### config.mk
export PLATFORM = sky130hd
export DESIGN_NAME = ext_rd_seq
export DESIGN_NICKNAME = d
export VERILOG_FILES = /design/src/rtl/ext_rd_pkg.sv /design/src/rtl/ext_rd_rdy_sync.sv /design/src/rtl/ext_rd_phase_cnt.sv /design/src/rtl/ext_rd_seq.sv
export SDC_FILE = /design/constraint.sdc
export NUM_CORES = 1
export LEC_CHECK = 0
export BUFFER_PORTS_ARGS = -buffer_cell sky130_fd_sc_hd__buf_2
export CORE_MARGIN = 2
export CORE_UTILIZATION = 35
export DETAILED_ROUTE_END_ITERATION = 7
export HOLD_SLACK_MARGIN = 0.06
export PLACE_DENSITY = 0.64
export SKIP_LAST_GASP = 1
export SYNTH_ARGS = -nofsm -noshare
export SYNTH_HDL_FRONTEND = slang
export SYNTH_SLANG_ARGS = --single-unit
### constraint.sdc
create_clock -name clk -period 2.4 [get_ports clk]
set_clock_uncertainty 0.1 [all_clocks]
set_input_delay 0.12 -clock clk [delete_from_list [all_inputs] [get_ports clk]]
set_output_delay 0.12 -clock clk [all_outputs]
set_load 0.05 [all_outputs]
### src/rtl/ext_rd_pkg.sv
package ext_rd_pkg;
  typedef enum logic [1:0] {
    PH_IDLE   = 2'd0,
    PH_SETUP  = 2'd1,
    PH_STROBE = 2'd2,
    PH_HOLD   = 2'd3
  } phase_t;
endpackage

### src/rtl/ext_rd_rdy_sync.sv
module ext_rd_rdy_sync #(
  parameter int STAGES = 2
) (
  input  logic clk,
  input  logic rst,
  input  logic pin_rdy,
  input  logic cdc_sel,
  output logic rdy_out
);
  logic [STAGES-1:0] chain;

  genvar g;
  generate
    for (g = 0; g < STAGES; g++) begin : g_stage
      if (g == 0) begin : g_first
        always_ff @(posedge clk) begin
          if (rst) chain[0] <= 1'b0;
          else     chain[0] <= pin_rdy;
        end
      end else begin : g_next
        always_ff @(posedge clk) begin
          if (rst) chain[g] <= 1'b0;
          else     chain[g] <= chain[g-1];
        end
      end
    end
  endgenerate

  assign rdy_out = cdc_sel ? chain[STAGES-1] : pin_rdy;

  // the synchronized output follows the pin with one cycle per stage of delay
  p_chain_step_r6: assert property (@(posedge clk) disable iff (rst)
    chain[0] |=> (STAGES == 1) || chain[1]);
endmodule

### src/rtl/ext_rd_phase_cnt.sv
module ext_rd_phase_cnt #(
  parameter int CW = 4
) (
  input  logic          clk,
  input  logic          rst,
  input  logic          load,
  input  logic [CW-1:0] load_len,
  output logic          expired
);
  logic [CW-1:0] remain;

  always_ff @(posedge clk) begin
    if (rst)
      remain <= '0;
    else if (load)
      remain <= (load_len == '0) ? '0 : load_len - 1'b1;
    else if (remain != '0)
      remain <= remain - 1'b1;
  end

  assign expired = (remain == '0);

  // once expired and not reloaded, the counter stays expired (no wrap)
  p_no_wrap_r11: assert property (@(posedge clk) disable iff (rst)
    (expired && !load) |=> expired);
endmodule

### src/rtl/ext_rd_seq.sv
module ext_rd_seq #(
  parameter int AW = 16,
  parameter int DW = 16,
  parameter int CW = 4,
  parameter int SYNC_STAGES = 2
) (
  input  logic          clk,
  input  logic          rst,
  input  logic          rq_valid,
  input  logic [AW-1:0] rq_addr,
  input  logic [CW-1:0] cfg_setup,
  input  logic [CW-1:0] cfg_strobe,
  input  logic [CW-1:0] cfg_hold,
  input  logic          rdy_use,
  input  logic          rdy_cdc,
  input  logic          bus_rdy,
  input  logic [DW-1:0] bus_din,
  output logic          bus_cs_n,
  output logic          bus_rd_n,
  output logic [AW-1:0] bus_addr,
  output logic [DW-1:0] rd_data,
  output logic          rd_done
);
  import ext_rd_pkg::*;

  localparam logic [AW-1:0] ADDR_RST = AW'(1);

  phase_t        phase;
  logic [CW-1:0] strobe_q, hold_q;
  logic          use_q, cdc_q;
  logic          rdy_s;
  logic          expired;
  logic          cnt_load;
  logic [CW-1:0] cnt_len;
  logic          accept, setup_end, strobe_end, hold_end;

  ext_rd_rdy_sync #(.STAGES(SYNC_STAGES)) u_sync (
    .clk    (clk),
    .rst    (rst),
    .pin_rdy(bus_rdy),
    .cdc_sel(cdc_q),
    .rdy_out(rdy_s)
  );

  ext_rd_phase_cnt #(.CW(CW)) u_cnt (
    .clk     (clk),
    .rst     (rst),
    .load    (cnt_load),
    .load_len(cnt_len),
    .expired (expired)
  );

  always_comb begin
    accept     = (phase == PH_IDLE) && rq_valid;
    setup_end  = (phase == PH_SETUP) && expired;
    strobe_end = (phase == PH_STROBE) && expired && (!use_q || rdy_s);
    hold_end   = (phase == PH_HOLD) && expired;
    cnt_load   = accept || setup_end || strobe_end;
    if (accept)         cnt_len = cfg_setup;
    else if (setup_end) cnt_len = strobe_q;
    else                cnt_len = hold_q;
  end

  always_ff @(posedge clk) begin
    if (rst) begin
      phase    <= PH_IDLE;
      strobe_q <= '0;
      hold_q   <= '0;
      use_q    <= 1'b0;
      cdc_q    <= 1'b0;
      bus_cs_n <= 1'b1;
      bus_rd_n <= 1'b1;
      bus_addr <= ADDR_RST;
      rd_data  <= '0;
      rd_done  <= 1'b0;
    end else begin
      rd_done <= 1'b0;
      unique case (phase)
        PH_IDLE: if (accept) begin
          phase    <= PH_SETUP;
          strobe_q <= cfg_strobe;
          hold_q   <= cfg_hold;
          use_q    <= rdy_use;
          cdc_q    <= rdy_cdc;
          bus_cs_n <= 1'b0;
          bus_addr <= rq_addr;
        end
        PH_SETUP: if (setup_end) begin
          phase    <= PH_STROBE;
          bus_rd_n <= 1'b0;
        end
        PH_STROBE: if (strobe_end) begin
          phase    <= PH_HOLD;
          bus_rd_n <= 1'b1;
          rd_data  <= bus_din;
        end
        PH_HOLD: if (hold_end) begin
          phase       <= PH_IDLE;
          bus_cs_n    <= 1'b1;
          rd_done     <= 1'b1;
          bus_addr[0] <= 1'b1;
        end
        default: phase <= PH_IDLE;
      endcase
    end
  end

  // strobe only inside chip-select
  p_rd_in_cs_r3: assert property (@(posedge clk) disable iff (rst)
    !bus_rd_n |-> !bus_cs_n);
  // an expired strobe phase with ready low keeps the strobe low
  p_wait_low_r5: assert property (@(posedge clk) disable iff (rst)
    (phase == PH_STROBE && expired && use_q && !rdy_s) |=> !bus_rd_n);
  // captured data only moves when the strobe rises
  p_data_hold_r7: assert property (@(posedge clk) disable iff (rst)
    !$rose(bus_rd_n) |-> $stable(rd_data));
  // completion is a single-cycle pulse
  p_done_pulse_r8: assert property (@(posedge clk) disable iff (rst)
    rd_done |=> !rd_done);
  // chip-select release coincides with completion
  p_cs_rise_done_r8: assert property (@(posedge clk) disable iff (rst)
    $rose(bus_cs_n) |-> rd_done);
  // idle address has bit 0 high
  p_idle_a0_r9: assert property (@(posedge clk) disable iff (rst)
    bus_cs_n |-> bus_addr[0]);
  // address is frozen during a transfer
  p_addr_frozen_r10: assert property (@(posedge clk) disable iff (rst)
    (!bus_cs_n && $past(!bus_cs_n)) |-> $stable(bus_addr));
endmodule

# Word-level counts from Yosys, hierarchy flattened
# Cells that the tools add are included.
[classes]
addsub = 2
n_eq_ne = 7
mux = 20
bitwise_logic = 1
n_reduce_logical = 22
[ops]
columns = ["operator", "n"]
rows = [
  ["4-bit 2-to-1 mux", 5],
  ["4-bit logical NOT", 2],
  ["2-bit 2-to-1 mux", 4],
  ["2-bit != test (second input constant)", 4],
  ["2-bit one-hot mux with 4 select lines", 1],
  ["4-bit by 1-bit subtractor with 4-bit output (second input constant)", 2],
  ["1-bit 2-to-1 mux", 7],
  ["1-bit one-hot mux with 2 select lines", 3],
  ["3-bit AND reduction", 2],
  ["2-bit nonzero test", 3],
  ["1-bit logical AND", 5],
  ["2-bit equality test (second input constant)", 2],
  ["2-bit AND reduction", 2],
  ["4-bit AND reduction", 1],
  ["4-bit nonzero test", 1],
  ["1-bit logical OR", 3],
  ["2-bit by 1-bit equality test with 1-bit output (second input constant)", 1],
  ["2-bit logical NOT", 1],
  ["2-bit OR reduction", 1],
  ["1-bit logical NOT", 1],
  ["1-bit NOT", 1],
]
[word_totals]
ff_bits = 53
inputBits = 50
output_inout_bits = 35
elab_cells = 66

# Depth between registers and ports, before layout
[depth]
ltp_word = 7
ltp_mapped = 9
depth_no_buf = 7

# Cells and area by module
# From an unflattened synthesis, not the netlist that was laid out.
[hier_totals]
cells_unflattened = 271
area_unflattened_um2 = 2279.7
[modules_own_cells]
columns = ["mod", "instances", "cells_each", "area_per_inst_um2"]
rows = [
  ["ext_rd_seq", 1, 233, 1923.1],
  ["ext_rd_phase_cnt", 1, 33, 289.0],
  ["ext_rd_rdy_sync", 1, 5, 67.6],
]

# Worst setup path after synthesis
# Ideal clock, no wire load.
[synth_path]
path_type = "register to register"
startpoint = "register u_cnt.remain[0]"
endpoint = "register u_cnt.remain[2]"
setup_time_ps = 122
t_arrival_ps = 1817
required_time_ps = 2178
setup_slack_ps = 361
stages_incl_launch_ff = 8
n_path_buf = 1
path_cell_list = "dfxtp_1 -> inv_1 -> ha_1 -> or3b_1 -> buf_6 -> a211oi_4 -> nor3_1 -> o311a_1"
[synth_via]
elab_chain_cells = 7
[synth_rtl]
columns = ["element", "line", "text"]
rows = [
  ["start: declaration", "ext_rd_phase_cnt.sv:10", "logic [CW-1:0] remain;"],
  ["start signal: assignment", "ext_rd_phase_cnt.sv:16", "remain <= (load_len == '0) ? '0 : load_len - 1'b1;"],
  ["start signal: assignment", "ext_rd_phase_cnt.sv:18", "remain <= remain - 1'b1;"],
  ["4-bit logical NOT", "ext_rd_phase_cnt.sv:21", "assign expired = (remain == '0);"],
  ["1-bit logical AND", "ext_rd_seq.sv:55", "setup_end = (phase == PH_SETUP) && expired;"],
  ["4-bit 2-to-1 mux", "ext_rd_seq.sv:60", "else if (setup_end) cnt_len = strobe_q;"],
  ["4-bit 2-to-1 mux", "ext_rd_seq.sv:59", "if (accept) cnt_len = cfg_setup;"],
  ["4-bit by 1-bit subtractor with 4-bit output / 4-bit logical NOT (equally long branches)", "ext_rd_phase_cnt.sv:16", ""],
  ["4-bit 2-to-1 mux", "ext_rd_phase_cnt.sv:16", ""],
  ["4-bit 2-to-1 mux", "ext_rd_phase_cnt.sv:15", "else if (load)"],
]
# Parallel ways exist; a longest one is shown, timed or not. The select of a mux whose other input is x is not followed.
# A chain may end at the register's enable or synchronous reset.

# Worst setup path after layout
[layout_path]
startpoint = "register u_cnt.remain[0]"
endpoint = "register u_cnt.remain[1]"
# Same word-level chain as after synthesis.

==> flow_summary.yaml <==
yosys:
  yosysTopAreaCell: "dfxtp_1"
  yosys-top-cells-area: "dfxtp_1, nand2_1, a21oi_1"
  synth_flop_cell: "dfxtp_1"
  synth.top_cell.area_share_pct: 46.4
  synthArstFlopShare_pct: 0
  synth_edf_count: 0
  avgSynthCellArea_um2: 8.05
  netlist_instances: 284
  synth.cell_area_um2: 2290
  yosys_warnings: 0
  synth_fp_nets: 341
  synth-seq-area-share_pct: 46.4
  ys_ff_latch: 53
  ys_types: 37
pwr:
  internal-power_mw: 2.02
  leakagePower_nw: 1.47
  p_sw_mw: 1.38
  p_sw_share_pct: 40.6
  powerDensity_nw_per_um2: 1010
  peakVddDrop_uv: 493
  seqPwrFrac_pct: 33.6
  p_comb_share_pct: 45.8
  clock_power_share_pct: 20.6
floorplan:
  die_w_um: 84.8
  die-area_um2: 7200
  ios: 85
  core_um2: 6350
  die_h_um: 84.8
  start_util_pct: 36.0
  rows: 29
worst_setup_path:
  end_kind: "register"
  critPathArrivalTime_ns: 2.25
  start_kind: "register"
  path_buf_inv: 1
  slowest_stage: "or3b_1"
  critPathMaxStageDelay_ns: 0.51
  cp_cell_sequence: "inv_1 -> ha_1 -> or3b_1 -> a211o_1 -> nand3_4 -> a211oi_2 -> a311oi_2"
  critPathMaxFanout: 7
  cp_top_family: "compound AO/OA/AOI/OAI gates"
  cp.required_ns: 2.53
  critPathKind: "register to register"
sta:
  tns_ns: 0
  worstMarginPinSlew_ns: 0.426
  min_period_ns: 2.12
  fmax_ghz: 0.471
  fin_ws_ns: 0.278
  setup_viol: 0
  hold_ws_ns: 0.121
  period_share_pct: 88.4
  hold_violations: 0
  relSlewSlack_pct: 71.5
  maxSlewViolCount: 0
  rsz0062_at_grt: "no"
routing:
  wl_um: 5990
  viasPerCell: 4.84
  drc_errors: 0
  drt-initial-drc-count: 85
  wl_per_cell_um: 12.2
  firstDrtPassIters: 4
  num_vias: 2371
  ant_nets: 0
global_route:
  grt_pass1_wl_um: 10400
  grt_max_degree: 29
  met3_usage_pct: 3.70
  gr-usage-met1_pct: 20.6
  grt_pass1_vias: 2386
  grt.overflow.total: 0
  use_met2_pct: 31.4
  grtUsageTotal_pct: 17.5
  busiest_layer: "met2"
  antenna_found_initial: 0
placed_design:
  placedCellCount: 439
  numPortBuffers: 84
  post-place-ws_ns: 0.312
  dpl.hpwl_um: 4030
  routabilityCongestion: 0.799
layout:
  synthToLayoutAreaGrowth_pct: 47.3
  diodes: 0
  fin_nets: 469
  finalNonFillerCells: 490
  layout_commonest_cell: "nand2_1"
  drive_gt1_share_pct: 26.4
  final_cell_mix: "nand2_1, buf_2, dfxtp_1, a21oi_1, dlygate4sd3_1"
  fillers: 565
cts:
  insertion_delay_ns: 0.30
  cts.htree.levels: 2
  clockRootBuffer: "clkbuf_8"
  cts_made_buffers: 5
  clk_pin_slew_ns: 0.09
  cts_buffer_depth: 2
  tritoncts: "done"
  cts_setup_buffers: 0
  clock-sinks: 53
run:
  drv_cap: 0
outcome:
  status: "finished, final reports clean"
min_path:
  min_path_type: "primary input to register"
what timing repair did:
item	in CTS	in global routing
hold endpoints to repair	43	0
resized for setup	0	0
hold buffers	43	0
final cells by class:
type / instances / area [µm²] / area share [%]
Multi-Input combinational cell: 208 / 1120 / 33.3
Sequential cell: 53 / 1060 / 31.5
Timing Repair Buffer: 138 / 933 / 27.7
Tap cell: 77 / 96.3 / 2.86
Clock buffer: 5 / 68.8 / 2.04
Clock inverter: 3 / 65.1 / 1.93
Inverter: 6 / 22.5 / 0.669
sequential cells by signal (all words and copies together) (netlist names):
register and flops:
bus_addr 16, bus_cs_n 1, bus_rd_n 1, cdc_q 1, hold_q 4, phase 2, rd_data 16, rd_done 1
strobe_q 4, u_cnt.remain 4, u_sync.chain 2, use_q 1
path summary, 6_finish.rpt:
check	start	end	slack (ns)	depth (start not counted)
setup reg to reg	u_cnt.remain[0]	u_cnt.remain[1]	0.28	7
hold reg to reg	u_sync.chain[0]	u_sync.chain[1]	0.36	1
setup / recovery	u_cnt.remain[0]	u_cnt.remain[1]	0.28	7
hold / removal	rst	phase[1]	0.12	2
synthesized netlist by cell type (3+ instances only):
cell / n
nand3_1: 8
nand2_1: 90
nor3_1: 6
nor2_1: 3
inv_1: 6
mux2i_1: 3
o21ai_0: 5
ha_1: 7
buf_1: 3
dfxtp_1: 53
a21oi_1: 51
buf_2: 3
clkbuf_1: 9
o211ai_1: 5
metal layers:
layer | wire length (µm) | up-vias
met5 | 0 | -
met4 | 114 | 0
met3 | 221 | 12
met2 | 2940 | 64
met1 | 2710 | 1080
li1 | - | 1215
kinds of logic after synthesis:
kind of cell               after synthesis  share of synthesized area [%]
xor gates and xnor gates                 2                          0.766
buffers and inverters                   23                           4.59
muxes                                    3                           1.31
and+or+nand+nor                        123                           23.9
AOI/OAI and AO/OA                       73                           19.2
DFF                                     53                           46.4
adders and majority gates                7                           3.83
metrics by stage:
| step | area (µm²) | util, % | power, mW |
|---|---|---|---|
| global placement | 2800 | 44.2 | 2.64 |
| CTS | 3370 | 53.0 | 3.43 |
| floorplan | 2290 | - | 2.31 |
| global route | 3370 | 53.0 | 3.66 |
| detailed placement | 2800 | 44.2 | 2.66 |
| finish | 3370 | 53.0 | 3.41 |
power groups by stage:
stage | sequential, mW | combinational (mW) | clock (mW)
after detailed placement | 1.16 | 1.50 | 0
after floorplan | 1.43 | 0.884 | 0
after global routing | 1.16 | 1.73 | 0.765
after global placement | 1.16 | 1.49 | 0
after CTS | 1.14 | 1.56 | 0.730
final | 1.14 | 1.56 | 0.703
(Power assumes the default switching activity.)
